===== config.mk =====
export PLATFORM = sky130hd
export DESIGN_NAME = store_buffer
export DESIGN_NICKNAME = d
export VERILOG_FILES = /design/src/rtl/sb_pkg.sv /design/src/rtl/sb_fifo.sv /design/src/rtl/sb_drain.sv /design/src/rtl/store_buffer.sv
export SDC_FILE = /design/constraint.sdc
export NUM_CORES = 1
export LEC_CHECK = 0
export BUFFER_PORTS_ARGS = -buffer_cell sky130_fd_sc_hd__buf_2
export CORE_ASPECT_RATIO = 0.5
export CORE_MARGIN = 2
export CORE_UTILIZATION = 29
export DETAILED_ROUTE_END_ITERATION = 7
export GPL_TIMING_DRIVEN = 0
export HOLD_SLACK_MARGIN = 0.03
export SLEW_MARGIN = 40
export SYNTH_ARGS = -nofsm -noshare
export SYNTH_HDL_FRONTEND = slang
export SYNTH_SLANG_ARGS = --single-unit

===== constraint.sdc =====
create_clock -name clk -period 17.5 [get_ports clk]
set_input_delay 1.75 -clock clk [delete_from_list [all_inputs] [get_ports clk]]
set_output_delay 1.75 -clock clk [all_outputs]
set_load 0.05 [all_outputs]

===== src/rtl/sb_pkg.sv =====
package sb_pkg;
    localparam int ADDR_W  = 32;
    localparam int DATA_W  = 32;
    localparam int LANES   = DATA_W / 8;
    localparam int OFF_W   = $clog2(LANES);

    typedef enum logic [1:0] {
        SZ_BYTE = 2'd0,
        SZ_HALF = 2'd1,
        SZ_WORD = 2'd2,
        SZ_RSVD = 2'd3
    } st_size_e;

    typedef struct packed {
        logic [ADDR_W-1:0] addr;
        st_size_e          size;
        logic [DATA_W-1:0] data;
    } st_entry_t;

    typedef struct packed {
        logic [ADDR_W-1:0] addr;
        logic [LANES-1:0]  be;
        logic [DATA_W-1:0] data;
    } bus_beat_t;

    function automatic logic [LANES-1:0] lane_mask(input st_size_e sz);
        case (sz)
            SZ_BYTE: lane_mask = 4'b0001;
            SZ_HALF: lane_mask = 4'b0011;
            default: lane_mask = 4'b1111;
        endcase
    endfunction
endpackage


===== src/rtl/sb_fifo.sv =====
module sb_fifo
    import sb_pkg::*;
#(
    parameter int DEPTH = 2
) (
    input  logic                clk,
    input  logic                rst,
    input  logic                push,
    input  st_entry_t           wr_entry,
    input  logic                pop,
    output st_entry_t           head,
    output logic [$clog2(DEPTH+1)-1:0] occ
);
    localparam int PW = (DEPTH > 1) ? $clog2(DEPTH) : 1;
    localparam int CW = $clog2(DEPTH + 1);

    st_entry_t       slots [DEPTH];
    logic [PW-1:0]   wr_ptr, rd_ptr;

    function automatic logic [PW-1:0] bump(input logic [PW-1:0] p);
        bump = (p == PW'(DEPTH - 1)) ? '0 : p + 1'b1;
    endfunction

    always_ff @(posedge clk) begin
        if (rst) begin
            wr_ptr <= '0;
            rd_ptr <= '0;
            occ    <= '0;
        end else begin
            if (push) begin
                slots[wr_ptr] <= wr_entry;
                wr_ptr        <= bump(wr_ptr);
            end
            if (pop)
                rd_ptr <= bump(rd_ptr);
            case ({push, pop})
                2'b10:   occ <= occ + CW'(1);
                2'b01:   occ <= occ - CW'(1);
                default: occ <= occ;
            endcase
        end
    end

    assign head = slots[rd_ptr];
endmodule


===== src/rtl/sb_drain.sv =====
module sb_drain
    import sb_pkg::*;
(
    input  logic              clk,
    input  logic              rst,
    input  logic              have_entry,
    input  st_entry_t         head,
    input  logic              mem_ready,
    output bus_beat_t         beat,
    output logic              beat_valid,
    output logic              retire
);
    logic                    upper_q;
    logic [OFF_W-1:0]        off;
    logic [2*LANES-1:0]      wide_be;
    logic [2*DATA_W-1:0]     wide_d;
    logic [ADDR_W-1:0]       word_addr;
    logic                    spills;
    logic                    fire;

    always_comb begin
        off       = head.addr[OFF_W-1:0];
        wide_be   = {{LANES{1'b0}}, lane_mask(head.size)} << off;
        wide_d    = {{DATA_W{1'b0}}, head.data} << (8 * off);
        word_addr = {head.addr[ADDR_W-1:OFF_W], {OFF_W{1'b0}}};
        spills    = |wide_be[2*LANES-1:LANES];
        if (upper_q) begin
            beat.addr = word_addr + ADDR_W'(LANES);
            beat.be   = wide_be[2*LANES-1:LANES];
            beat.data = wide_d[2*DATA_W-1:DATA_W];
        end else begin
            beat.addr = word_addr;
            beat.be   = wide_be[LANES-1:0];
            beat.data = wide_d[DATA_W-1:0];
        end
    end

    assign beat_valid = have_entry;
    assign fire       = have_entry && mem_ready;
    assign retire     = fire && (upper_q || !spills);

    always_ff @(posedge clk) begin
        if (rst)
            upper_q <= 1'b0;
        else if (fire)
            upper_q <= !upper_q && spills;
    end
endmodule


===== src/rtl/store_buffer.sv =====
module store_buffer
    import sb_pkg::*;
#(
    parameter int DEPTH = 2
) (
    input  logic        clk,
    input  logic        rst,
    input  logic        st_valid,
    output logic        st_ready,
    input  logic [31:0] st_addr,
    input  logic [1:0]  st_size,
    input  logic [31:0] st_data,
    output logic        mem_valid,
    input  logic        mem_ready,
    output logic [31:0] mem_addr,
    output logic [3:0]  mem_be,
    output logic [31:0] mem_wdata,
    output logic        buf_empty
);
    localparam int CW = $clog2(DEPTH + 1);

    logic [CW-1:0] occ;
    st_entry_t     in_entry, head;
    bus_beat_t     beat;
    logic          push, retire, have_entry;

    assign in_entry.addr = st_addr;
    assign in_entry.size = st_size_e'(st_size);
    assign in_entry.data = st_data;

    assign have_entry = (occ != '0);
    assign st_ready   = (occ != CW'(DEPTH)) || retire;
    assign push       = st_valid && st_ready;
    assign buf_empty  = !have_entry;

    sb_fifo #(.DEPTH(DEPTH)) u_fifo (
        .clk      (clk),
        .rst      (rst),
        .push     (push),
        .wr_entry (in_entry),
        .pop      (retire),
        .head     (head),
        .occ      (occ)
    );

    sb_drain u_drain (
        .clk        (clk),
        .rst        (rst),
        .have_entry (have_entry),
        .head       (head),
        .mem_ready  (mem_ready),
        .beat       (beat),
        .beat_valid (mem_valid),
        .retire     (retire)
    );

    assign mem_addr  = beat.addr;
    assign mem_be    = beat.be;
    assign mem_wdata = beat.data;
endmodule


After elaboration in Yosys (flattened, before gate mapping). Memory sizes are Yosys's and may differ from the RTL's. A register that Yosys moved wholly into a read port is not among the register bits. Cells that the tools add are included.

Memories kept: 1. RAM bits: 132. Register bits after elaboration: 5. Output and inout port bits: 71. Input port bits: 70. Word-level logic and storage cells: 39.

Shift-type cells: 2. Reductions and logical operators: 13. Equality and inequality tests: 4. Muxes and demuxes: 10. Add/subtract/negate cells: 5.

Memories: u_fifo.slots (words 2, bits a word 66, rd ports 1, clocked after Yosys merged registers in 1, wr ports 1, line sb_fifo.sv:17) `st_entry_t slots [DEPTH];`.

Operators with widths (count): $mux W68 (1); $shl A32 B5 Y64 (1); $add A32 B3 Y32 const B (1); $pmux W4 S2 (1); $shl A4 B2 Y8 (1); $mux W1 (7); $eq A2 B1 Y1 const B (2); $logic_and A1 B1 Y1 (4); $pmux W2 S2 (1); $reduce_bool A2 Y1 (2); $reduce_or A4 Y1 (1); $logic_not A1 Y1 (3); $add A1 B1 Y1 const B (2); $add A2 B1 Y2 const B (1); $eq A2 B2 Y1 const B (1); $logic_not A2 Y1 (1); $logic_or A1 B1 Y1 (2); $ne A2 B2 Y1 const B (1); $sub A2 B1 Y2 const B (1).

Longest topological paths before layout.
Depth after elaboration: 12. Mapped depth: 14. Gate-level depth less buffers: 9.

Hierarchy. A second synthesis with hierarchy kept.

Cells, all modules: 466. Area, all modules: 6506.2 µm².

Modules (own cells, without submodules): sb_fifo (area each 4964.8 µm², cells each 225, instances 1, seq. area each 4063.9 µm²); sb_drain (area each 1516.5 µm², cells each 237, instances 1, seq. area each 20.0 µm²); store_buffer (area each 25.0 µm², cells each 4, instances 1, seq. area each 0.0 µm²).

Least setup slack after synthesis. OpenSTA, ideal clock, no wires.

Path kind: in2reg. Start point: in mem_ready. End point: mem u_fifo.slots[0][0] in the netlist's numbering (enable). Required time: 16.929 ns. Stages on the path: 4. Slack: 9.932 ns. Buffers on the path: 0. Data arrival time: 6.997 ns. Library setup time: 0.571 ns. Path through: inv_1 > o21ai_2 > nand2_1 > nor3_1.

Word-level cells in the longest chain between the ends: 7.

RTL lines: start: declaration (line store_buffer.sv:14) `input logic mem_ready,`; $logic_and A1 B1 Y1 (line sb_drain.sv:39) `assign fire = have_entry && mem_ready;`; $logic_and A1 B1 Y1 (line sb_drain.sv:40) `assign retire = fire && (upper_q || !spills);`; $logic_or A1 B1 Y1 (line store_buffer.sv:32) `assign st_ready = (occ != CW'(DEPTH)) || retire;`; via st_ready (line store_buffer.sv:9) `output logic st_ready,`; $logic_and A1 B1 Y1 (line store_buffer.sv:33) `assign push = st_valid && st_ready;`; $mux W1 (line sb_fifo.sv:30) `if (push) begin`; $mux W1 (line sb_fifo.sv:25) `if (rst) begin`; $mux W1 (implied by the code) (line sb_fifo.sv:31) `slots[wr_ptr] <= wr_entry;`; end: declaration (line sb_fifo.sv:17).

The timed path passes the listed nets, and every way through them passes these cells.

==> metrics <==
Final Instance Area 8810 um^2; hold slack between 0.5 and 0.6 ns; FMAX 184 MHz; largest net degree at the start of global routing 17; CTS Buf Count 17; GRT Resource Usage Total 15.6%; final cycle utilization of the critical path 31.1%; CP Max Fanout 10; gr ovfl total 0; CP Launch Type register; Tightest Hold Check Type reg2reg; final core utilization approximately 37%; vias in the first global route 5,476; DP Wirelength 14,800 um; post-CTS sizing 0; DR iter-0 viols 412; Net Switching ~530 uW; Post-CTS Hold Fix Bufs 0; initial antenna violation count 3; clock power share around 28%; kind of critical path reg2out; DRT antenna net count 0; clk_skew between 0.01 and 0.015 ns; final setup TNS 0 ns; cell area power density 145 nW/um^2; Netlist cell types 50; Clock Pin Slew Worst Setup and Hold Paths 0.06 ns; Gate power share between 40% and 50%; Post-synth EDFFs 132; core area 23,800 um^2; sw frac 41.3%; first-pass detailed-route iteration total 8; WP data arrival 3.68 ns; Gate Count Post-Synth 565; Port Buf Inserts 137; critical path endpoint mem_addr[26]; actual slew at the worst max-slew pin between 0.7 and 0.8 ns; RSZ-0062 raised after global routing false; Slew headroom 47.5%; Synth Warn # 0; via count 5,247; Synth-to-Final Area Change 25.9%; Async SR Flop Fraction 0%; top_reg_cell synth edfxtp_1; std cell rows 40; outcome complete, no violations; min cycle time layout ~5.4 ns; worst vdd ir 0.0817 mV; setup violators final 0; die area 25,500 um^2; DR WL/cell roughly 19 um; hold path start u_fifo.occ[1]; Reg power frac 31.5%; Clk Tree Root Cell clkbuf_16; Skew-Pair Late Insertion Delay 0.42 ns; Seq cells post-synth 138; first-pass GRT wire length 29,900 um; Worst Reg-to-Reg Cells 10; die width about 220 um; Post-CTS Setup Bufs 0; vias per inst between 4 and 5; layout net count 814; Area contributors post-synth edfxtp_1, mux2i_1, mux2_2, nand2_1, xor2_1; leakage 0.00324 uW; setup slack, reg-to-reg 14.13 ns; share of layout cells above drive strength 1 between 30% and 40%; reg2reg start u_fifo.slots[0][34]; fin. max-slew vios 0; WP data required 15.75 ns; H-tree depth 4; dpl cell area 8220 um^2; Crit. End Element primary output; DRC Markers 0; Pint 749 uW; Final Hold Viols 0; top cell type's share of synthesized area 56.6%; number of I/O pins 141; Worst R2R End u_fifo.slots[1][30]; largest area contributor in the netlist edfxtp_1; CTS Buffer Depth 2; Chip Height 114 um; Routed WL 20,000 um; post-synthesis sequential area ratio 58.3%; Mean Syn Cell Area 12.4 um^2; Clock Sinks 138; # Max-Cap Violations 0; Final Power 1270 uW; Synth Cell Area ~7000 um^2; Final Wtd Congestion 0.836; CTS tree built; Initial Util between 20% and 30%
==> metal layers <==
metal  global-route usage [%]  vias up  wire length (um)
li1                         -     2475                 -
met1                     16.9     2543              8000
met2                     29.0      176             10500
met3                     4.04       49               883
met4                     7.16        4               608
met5                        0        -                27
==> sequential cells by signal (all words and copies together), names as in the netlist, named ones only <==
name and count:
u_fifo.slots 132, u_drain.upper_q 1, u_fifo.rd_ptr 1, u_fifo.occ 2, u_fifo.wr_ptr 1
==> through the flow <==
step	worst slack (ns)	instances
after floorplan	9.93	566
after global placement	7.39	1018
after detailed placement	12.50	1038
after CTS	12.02	1070
after global routing	11.84	1071
final	12.07	1073
==> cell usage after synthesis (2+ instances only) <==
cell type and count:
edfxtp_1 132, nand2_1 52, mux2i_1 51, nor2_1 35
o21ai_0 29, a21oi_1 26, mux2_2 23, xor2_1 21
xnor2_1 18, a22oi_1 16, clkbuf_1 15, nand3_1 15
inv_1 14, nor2b_1 11, nand4_1 10, o22ai_1 9
a211oi_1 8, o2bb2ai_1 8, buf_2 7, buf_4 7
dfxtp_1 6, nor3_1 6, and2_1 4, a21o_1 3
a31oi_1 3, nor3_2 3, o21ai_2 3, and3_1 2
ha_1 2, nand4_4 2, nand4b_1 2, nand4b_4 2
nor4_1 2, or3_1 2
==> worst max-delay path, stage by stage, from the launching register on <==
cell and delay [ns]:
dfxtp_1 0.32, buf_6 0.13, buf_8 0.15, buf_2 0.26
buf_4 0.27, buf_4 0.28, mux2_2 0.22, ha_1 0.13
nand2_1 0.09, nor2_2 0.29, nand4_4 0.21, nor4_1 0.36
xnor2_1 0.10, mux2i_1 0.14, buf_2 0.28
==> power groups by stage <==
stage          Sequential [uW]  Combinational (uW)  Clock [uW]
5_1_grt                    403                 544         376
3_3_place_gp               413                 504           0
2_1_floorplan              408                 379           0
6_report                   402                 518         355
3_5_place_dp               408                 514           0
4_1_cts                    401                 516         362
==> worst min path at each step <==
| stage | cells past startpoint | to | slack, ns |
|---|---|---|---|
| final | 2 | u_fifo.occ[1] | 0.52 |
| after global routing | 2 | u_fifo.occ[1] | 0.53 |
| after CTS | 2 | u_fifo.occ[1] | 0.51 |
| after detailed placement | 2 | u_fifo.rd_ptr | 0.50 |
| after global placement | 2 | u_fifo.occ[1] | 0.47 |
| after floorplan | 2 | u_fifo.occ[1] | 0.46 |
==> area by class of cell <==
cell class / count / area, um^2
Fill cell: 2317 / 15000
Sequential cell: 138 / 4080
Multi-Input combinational cell: 382 / 2690
Timing Repair Buffer: 157 / 808
Clock buffer: 18 / 429
Tap cell: 315 / 394
Buffer: 32 / 190
Clock inverter: 14 / 154
Inverter: 14 / 52.6
Antenna cell: 3 / 7.51
==> cell families (layout without fill, tap and decap cells) <==
group	count (synthesis)	after routing	synth area share, %
AND/OR/NAND/NOR	154	154	11.6
flip-flops	138	138	58.3
AO/OA/AOI/OAI	111	111	10.3
multiplexers	74	74	11.0
buffers and inverters	46	235	3.47
XOR/XNOR	39	39	4.88
adder cells (fa/ha/maj)	2	2	0.357
other	1	5	0.0536
==> placed cells by master, fill, tap and decap left out, types with 11 or more instances in the layout <==
cell type	count
nor2b_1	11
clkbuf_1	16
o21ai_0	29
xnor2_1	18
a21oi_1	26
nand3_1	15
nor2_1	34
edfxtp_1	132
inv_1	14
xor2_1	21
mux2_2	23
buf_4	16
buf_2	155
clkbuf_16	17
a22oi_1	16
mux2i_1	50
nand2_1	52
Note: power is estimated with default switching activity, not from simulation.
